File: src/rtl/rsthold_pkg.sv
package rsthold_pkg;
   localparam int REG_W   = 32;
   localparam int CLR_BIT = 31;

   function automatic int max_i(input int a, input int b);
      return (a > b) ? a : b;
   endfunction
endpackage

File: src/rtl/rsthold_sync.sv
module rsthold_sync #(
   parameter int STAGES   = 2,
   parameter bit IDLE_VAL = 1'b1
) (
   input  logic clk,
   input  logic rst_n,
   input  logic async_in,
   output logic sync_out
);
   if (STAGES < 2) begin : g_bad_stages
      $error("rsthold_sync: STAGES must be at least 2");
   end

   logic [STAGES-1:0] chain;

   for (genvar i = 0; i < STAGES; i++) begin : g_stage
      if (i == 0) begin : g_first
         always_ff @(posedge clk or negedge rst_n) begin
            if (!rst_n) chain[0] <= IDLE_VAL;
            else        chain[0] <= async_in;
         end
      end else begin : g_next
         always_ff @(posedge clk or negedge rst_n) begin
            if (!rst_n) chain[i] <= IDLE_VAL;
            else        chain[i] <= chain[i-1];
         end
      end
   end

   assign sync_out = chain[STAGES-1];
endmodule

File: src/rtl/rsthold_count.sv
module rsthold_count #(
   parameter int W = 29
) (
   input  logic         clk,
   input  logic         rst_n,
   input  logic         inc,
   input  logic         clr,
   output logic [W-1:0] cnt
);
   localparam logic [W-1:0] CNT_MAX = {W{1'b1}};

   logic at_max;
   assign at_max = (cnt == CNT_MAX);

   always_ff @(posedge clk or negedge rst_n) begin
      if (!rst_n)               cnt <= '0;
      else if (clr)             cnt <= '0;
      else if (inc && !at_max)  cnt <= cnt + 1'b1;
   end


   sat_hold_chk: assert property (@(posedge clk) disable iff (!rst_n)
      (at_max && !clr) |=> (cnt == CNT_MAX));

   clr_prio_chk: assert property (@(posedge clk) disable iff (!rst_n)
      clr |=> (cnt == '0));

   idle_hold_chk: assert property (@(posedge clk) disable iff (!rst_n)
      (!inc && !clr) |=> $stable(cnt));

   step_chk: assert property (@(posedge clk) disable iff (!rst_n)
      (inc && !clr && !at_max) |=> (cnt == $past(cnt) + 1'b1));
endmodule

File: src/rtl/rsthold_limit.sv
module rsthold_limit
   import rsthold_pkg::*;
#(
   parameter int W     = 29,
   parameter int LIM_W = 8,
   parameter int TICKS = 25_000_000
) (
   input  logic             clk,
   input  logic             rst_n,
   input  logic [W-1:0]     cnt,
   input  logic [LIM_W-1:0] limit,
   input  logic             clr,
   output logic             flag
);
   localparam int TKW = $clog2(TICKS + 1);
   localparam int TW  = LIM_W + TKW;
   localparam int CW  = max_i(TW, W);

   if (TICKS < 1) begin : g_bad_ticks
      $error("rsthold_limit: TICKS must be positive");
   end

   logic [TW-1:0] thresh;
   logic          hit;

   assign thresh = TW'(limit) * TW'(TICKS);
   assign hit    = (limit != '0) && (CW'(cnt) >= CW'(thresh));

   always_ff @(posedge clk or negedge rst_n) begin
      if (!rst_n)    flag <= 1'b0;
      else if (clr)  flag <= 1'b0;
      else if (hit)  flag <= 1'b1;
   end


   flag_clr_chk: assert property (@(posedge clk) disable iff (!rst_n)
      clr |=> !flag);

   flag_sticky_chk: assert property (@(posedge clk) disable iff (!rst_n)
      (flag && !clr) |=> flag);

   flag_off_chk: assert property (@(posedge clk) disable iff (!rst_n)
      (limit == '0 && !flag) |=> !flag);
endmodule

File: src/rtl/rsthold_meter.sv
module rsthold_meter
   import rsthold_pkg::*;
#(
   parameter int CNT_W         = 29,
   parameter int TICKS_PER_SEC = 25_000_000,
   parameter int LIM_W         = 8,
   parameter int SYNC_STAGES   = 2
) (
   input  logic             clk,
   input  logic             rst_n,
   input  logic             btn_n,
   input  logic             wr_en,
   input  logic [31:0]      wr_data,
   output logic [31:0]      rd_data,
   input  logic [LIM_W-1:0] limit_sec,
   output logic             long_press
);
   if (CNT_W < 1 || CNT_W > CLR_BIT) begin : g_bad_width
      $error("rsthold_meter: CNT_W must lie in 1..31");
   end

   logic             btn_sync_n;
   logic             clr;
   logic [CNT_W-1:0] cnt;
   logic             unused_wr;

   assign clr       = wr_en & wr_data[CLR_BIT];
   assign unused_wr = ^wr_data[CLR_BIT-1:0];

   rsthold_sync #(.STAGES(SYNC_STAGES), .IDLE_VAL(1'b1)) u_sync (
      .clk(clk), .rst_n(rst_n), .async_in(btn_n), .sync_out(btn_sync_n));

   rsthold_count #(.W(CNT_W)) u_count (
      .clk(clk), .rst_n(rst_n), .inc(!btn_sync_n), .clr(clr), .cnt(cnt));

   rsthold_limit #(.W(CNT_W), .LIM_W(LIM_W), .TICKS(TICKS_PER_SEC)) u_limit (
      .clk(clk), .rst_n(rst_n), .cnt(cnt), .limit(limit_sec),
      .clr(clr), .flag(long_press));

   assign rd_data = {{(REG_W-CNT_W){1'b0}}, cnt};


   nowrite_chk: assert property (@(posedge clk) disable iff (!rst_n)
      (!clr && btn_sync_n) |=> $stable(rd_data));
endmodule

File: config.mk
export PLATFORM = sky130hd
export DESIGN_NAME = rsthold_meter
export DESIGN_NICKNAME = d
export VERILOG_FILES = /design/src/rtl/rsthold_pkg.sv /design/src/rtl/rsthold_sync.sv /design/src/rtl/rsthold_count.sv /design/src/rtl/rsthold_limit.sv /design/src/rtl/rsthold_meter.sv
export SDC_FILE = /design/constraint.sdc
export NUM_CORES = 1
export LEC_CHECK = 0
export BUFFER_PORTS_ARGS = -buffer_cell sky130_fd_sc_hd__buf_4
export CAP_MARGIN = 30
export CORE_MARGIN = 10
export CORE_UTILIZATION = 45
export CTS_BUF_LIST = sky130_fd_sc_hd__clkbuf_4
export CTS_CLUSTER_DIAMETER = 50
export DETAILED_ROUTE_END_ITERATION = 16
export PLACE_DENSITY = 0.69
export SYNTH_ARGS = -nofsm -noshare
export SYNTH_HDL_FRONTEND = slang
export SYNTH_SLANG_ARGS = --single-unit
File: constraint.sdc
create_clock -name clk -period 3.5 [get_ports clk]
set_input_delay 0.175 -clock clk [delete_from_list [all_inputs] [get_ports clk]]
set_output_delay 0.175 -clock clk [all_outputs]
set_load 0.005 [all_outputs]
Word-level counts from Yosys, hierarchy flattened --
Cells that the tools add are included. Widths: inputs -> output; s select.
Storage, ports and cells: register bits 32, bits of input ports 44, word-level logic and storage cells 20
Operators by class: $add $sub $neg 1, multiply operators 1, magnitude comparators 1, equal/unequal tests 1, mux-type cells 4, bitwise gates (word level) 1, reductions and logical operators 7
Operators by type and width (count):
- $mux 29 | 2
- $ge 29x33->1 | 1
- $add 29x1->29 const B | 1
- $eq 29x29->1 const B | 1
- $mul 8x19->27 const B | 1
- $reduce_bool 8->1 | 1
- $reduce_bool 2->1 | 2
- $logic_and 1x1->1 | 2
- $logic_not 1->1 | 2
- $mux 1 | 2
- $and 1x1->1 | 1

Longest topological paths before layout --
depth after elaboration 5, depth in mapped cells 24, mapped depth without buffers 24

By module --
From an unflattened synthesis, not the netlist that was laid out.
Second synthesis, totals: cell total of the unflattened synthesis 520, area total of the unflattened synthesis 4793.3 µm²
By module, submodules not included:
- rsthold_limit | times used 1, cells each 343, area each 3025.4 µm², seq. area each 25.0 µm²
- rsthold_count | times used 1, cells each 169, area each 1679.1 µm², seq. area each 725.7 µm²
- rsthold_sync | times used 1, cells each 2, area each 52.6 µm², seq. area each 52.6 µm²
- rsthold_meter | times used 1, cells each 6, area each 36.3 µm², seq. area each 0.0 µm²

Worst setup path before layout --
Ideal clock, no wire load.
kind input to register, from input limit_sec[5], to register u_limit.flag, arrival 5.171 ns, path slack -1.792 ns, stages on the path 22, path buffers 0, cells stage by stage fa_1 inv_1 fa_1 inv_1 fa_1 inv_1 fa_1 inv_1 ha_1 or3_4 o211ai_1 nand2_1 a21oi_1 o21bai_1 a21oi_1 xor2_1 ha_1 a21oi_1 o21ai_0 a311oi_1 a2111oi_2 a32o_1
On the way: word-level cells in the longest chain between the ends 4, elaborated cells between the ends (all ways) 5, classes of those cells mul: 1; order compare: 1; reduce/logical: 3
Ends and longest elaborated chain:
- from (decl) | RTL line rsthold_meter.sv:15 | input logic [LIM_W-1:0] limit_sec,
- $mul 8x19->27 | RTL line rsthold_limit.sv:26 | assign thresh = TW'(limit) * TW'(TICKS);
- $ge 29x33->1 | RTL line rsthold_limit.sv:27 | assign hit = (limit != '0) && (CW'(cnt) >= CW'(thresh));
- $logic_and 1x1->1 * | RTL line rsthold_limit.sv:27
- $reduce_bool 2->1 (no line) *
- to (signal assigned) | RTL line rsthold_limit.sv:30 | if (!rst_n) flag <= 1'b0;
- to (signal assigned) | RTL line rsthold_limit.sv:31 | else if (clr) flag <= 1'b0;
- to (signal assigned) | RTL line rsthold_limit.sv:32 | else if (hit) flag <= 1'b1;
- to (decl) | RTL line rsthold_limit.sv:13 | output logic flag
Mark *: on every way between the ends. The rest lies on a longest branch, timed or not. A chain may end at the register's enable or synchronous reset.

Worst setup path in the final report --
from input limit_sec[7], to register u_limit.flag
The elaborated chain is that of the path after synthesis.

==> metrics <==
initial antenna violation count=0; GRT Total Usage=16.2%; Post-DP HPWL=between 9000 and 10000 um; core box area=a little under 0.01 mm^2; Die Y=120 um; Yosys reg bits=32; failing checks=setup timing; maximum vdd ir drop=around 0.43 mV; die area=0.0144 mm^2; Final min period=just under 5000 ps; CTS tree=yes; count leader, synth=inv_1; final WL=between 10000 and 15000 um; list of most frequent post-synthesis cells=inv_1, ha_1, fa_1; fin crit share=138%; Worst Setup Start Kind=input pin; Avg Cell Area, Syn=just over 9 um^2; min-delay worst type=in2reg; # setup viols final=1; hold_sp=wr_data[31]; IO buf count=42; setup TNS=-1340 ps; share of cells above drive strength 1=a little over a quarter; slowest CP cell=fa_1; clk buf depth=2; delay of the slowest critical-path stage=approximately 540 ps; ys async rst share=100%; power density cells=705 mW/mm^2; critical path, cell by cell=buf_4, fa_2, fa_1, inv_1, fa_1, fa_1, inv_1, ha_2, or3_1, a21o_2, o21a_1, a21o_1, a21oi_2, xor2_1, ha_1, nand4_1, buf_4, o31ai_4, a311oi_2, a2111oi_2, a32o_1; post-synthesis cell type count=slightly below 50; largest net degree at the start of global routing=33; Die Wd=roughly 120 um; CP arrival=between 5000 and 6000 ps; Fin. Hold Viols=0; Nets=roughly 790; Clock H-tree levels=2; Synth Warn #=0; Max-cap violations=0; sequential share of the synthesized area=between 10% and 20%; Final ANT Viol Nets=0; Clk pin slew, worst setup/hold paths=110 ps; sum of buffers and inverters on the critical path=4; RSZ-0062 raised after global routing=yes; number of global-route vias before repair=4053; Initial Util=a little under half; relative slew slack=between 60% and 70%; cell area after synthesis=approximately 0.0045 mm^2; setup slack after layout=-1340 ps; gpl congestion=0.918; Leakage=around 3.2 nW; Max Clock Skew=about 7.5 ps; total congestion overflow=0; # DRC=0; run status=finished, violations left; I/O pin count=between 70 and 80; first drt pass iteration count=4; drt via density=between 5 and 6; post-synth top area share=between 20% and 30%; Layout area overhead=28.6%; EDFF count, synth=0; slew at the pin with the worst max-slew slack=500 ps; TritonCTS buffer count=5; total power=between 4 and 5 mW; clk_lat worst skew=330 ps; Clk Tree Root Cell=clkbuf_4; Pins Over Slew Limit=0; clock sink count=32; synth top area cells=ha_1, fa_1, dfrtp_1; Main synth FF type=dfrtp_1; routed len/inst=15.2 um; crit-path max FO=4; FMAX=just over 200 MHz; number of DRC markers in iteration 0=about 220; Setup CP Type=in2reg; cell row count=36; # diodes=0; Syn Inst Count=497; first-pass GRT wire length=between 15000 and 20000 um; critical path capture point type=register; Vias=3860; delay-heaviest family, CP=adder cells; Most common cell on crit path=fa_1; WP data required=between 3000 and 4000 ps; Synth area leader=ha_1; crit path from=limit_sec[7]; worst reg2reg path startpoint=u_count.cnt[3]
[cell type report]
type,count,area (um^2)
inverters,98,368
clock buffers,5,37.5
repair buffers,132,1010
well taps,133,166
fillers,868,3990
clock inverters,3,13.8
multi-input cells,361,3390
flip-flops and latches,32,803
[metrics by stage]
stage               utilization [%]  worst slack, ps  cell area [um^2]  std cells  hold slack [ps]
floorplan                         -            -1450              4540        499             -121
global placement               57.3            -1670              5600        749              130
detailed placement             57.3            -1780              5600        749              132
CTS                            59.2            -1290              5780        764              230
global route                   59.2            -1510              5790        764              225
finish                         59.2            -1340              5790        764              234
[where the power goes]
part           internal (mW)  total, mW  switching, mW
Clock                 0.0737      0.205          0.132
Sequential             0.378      0.388         0.0101
Combinational           1.77       3.49           1.72
[logic make-up (layout without fill, tap and decap cells)]
family,count (synthesis),in the layout,synth area share [%]
compound gates,78,78,12.0
xor+xnor,43,43,8.37
fa+ha+maj,118,118,39.6
buf+inv,106,238,9.15
flops,32,32,17.8
other cells,1,3,0.0833
simple gates,119,119,13.0
[state kept, by name, indices dropped and copies added (netlist names)]
signal           cells
u_sync.chain         1
u_count.cnt         29
u_sync.sync_out      1
u_limit.flag         1
[tightest hold or removal path, stage by stage]
cell and delay (ps):
buf_4 110, nand2_1 110, a32o_1 140
[placed cells by master (no fill, tap or decap), types with 8 or more instances in the layout]
| master | instances |
|---|---|
| buf_4 | 128 |
| nand3_1 | 14 |
| and3_1 | 15 |
| xor2_1 | 29 |
| inv_1 | 95 |
| o21ai_0 | 10 |
| nor2_1 | 38 |
| a21o_1 | 8 |
| dfrtp_1 | 30 |
| a21oi_1 | 22 |
| xnor2_1 | 13 |
| nand2_1 | 25 |
| fa_1 | 39 |
| ha_1 | 75 |
[worst paths after layout]
path	endpoint	slack, ps	cells after the start
setup reg to reg	u_count.cnt[9]	1100	8
setup / recovery	u_limit.flag	-1340	21
max in group asynchronous	u_sync.chain[0]	2860	2
hold / removal	u_limit.flag	230	3
min in group asynchronous	u_limit.flag	310	2
hold reg to reg	u_sync.sync_out	360	0
[layer usage]
layer,global-route usage [%],vias up,part of all wire (%)
met2,27.9,76,49
met1,20.4,1851,44
met3,2.86,16,4.7
met5,0,-,0
met4,4.22,0,1.7
li1,-,1917,-
[repair_timing]
item | in CTS | in global routing
pin swaps | 19 | 3
endpoints found under the hold margin | 31 | 0
gates resized for setup | 17 | 2
endpoints found under the setup margin | 1 | 1
gates cloned | 0 | 0
buffers inserted | 5 | 0
hold buffers | 2 | 0
Power figures use the tool's default switching activity.
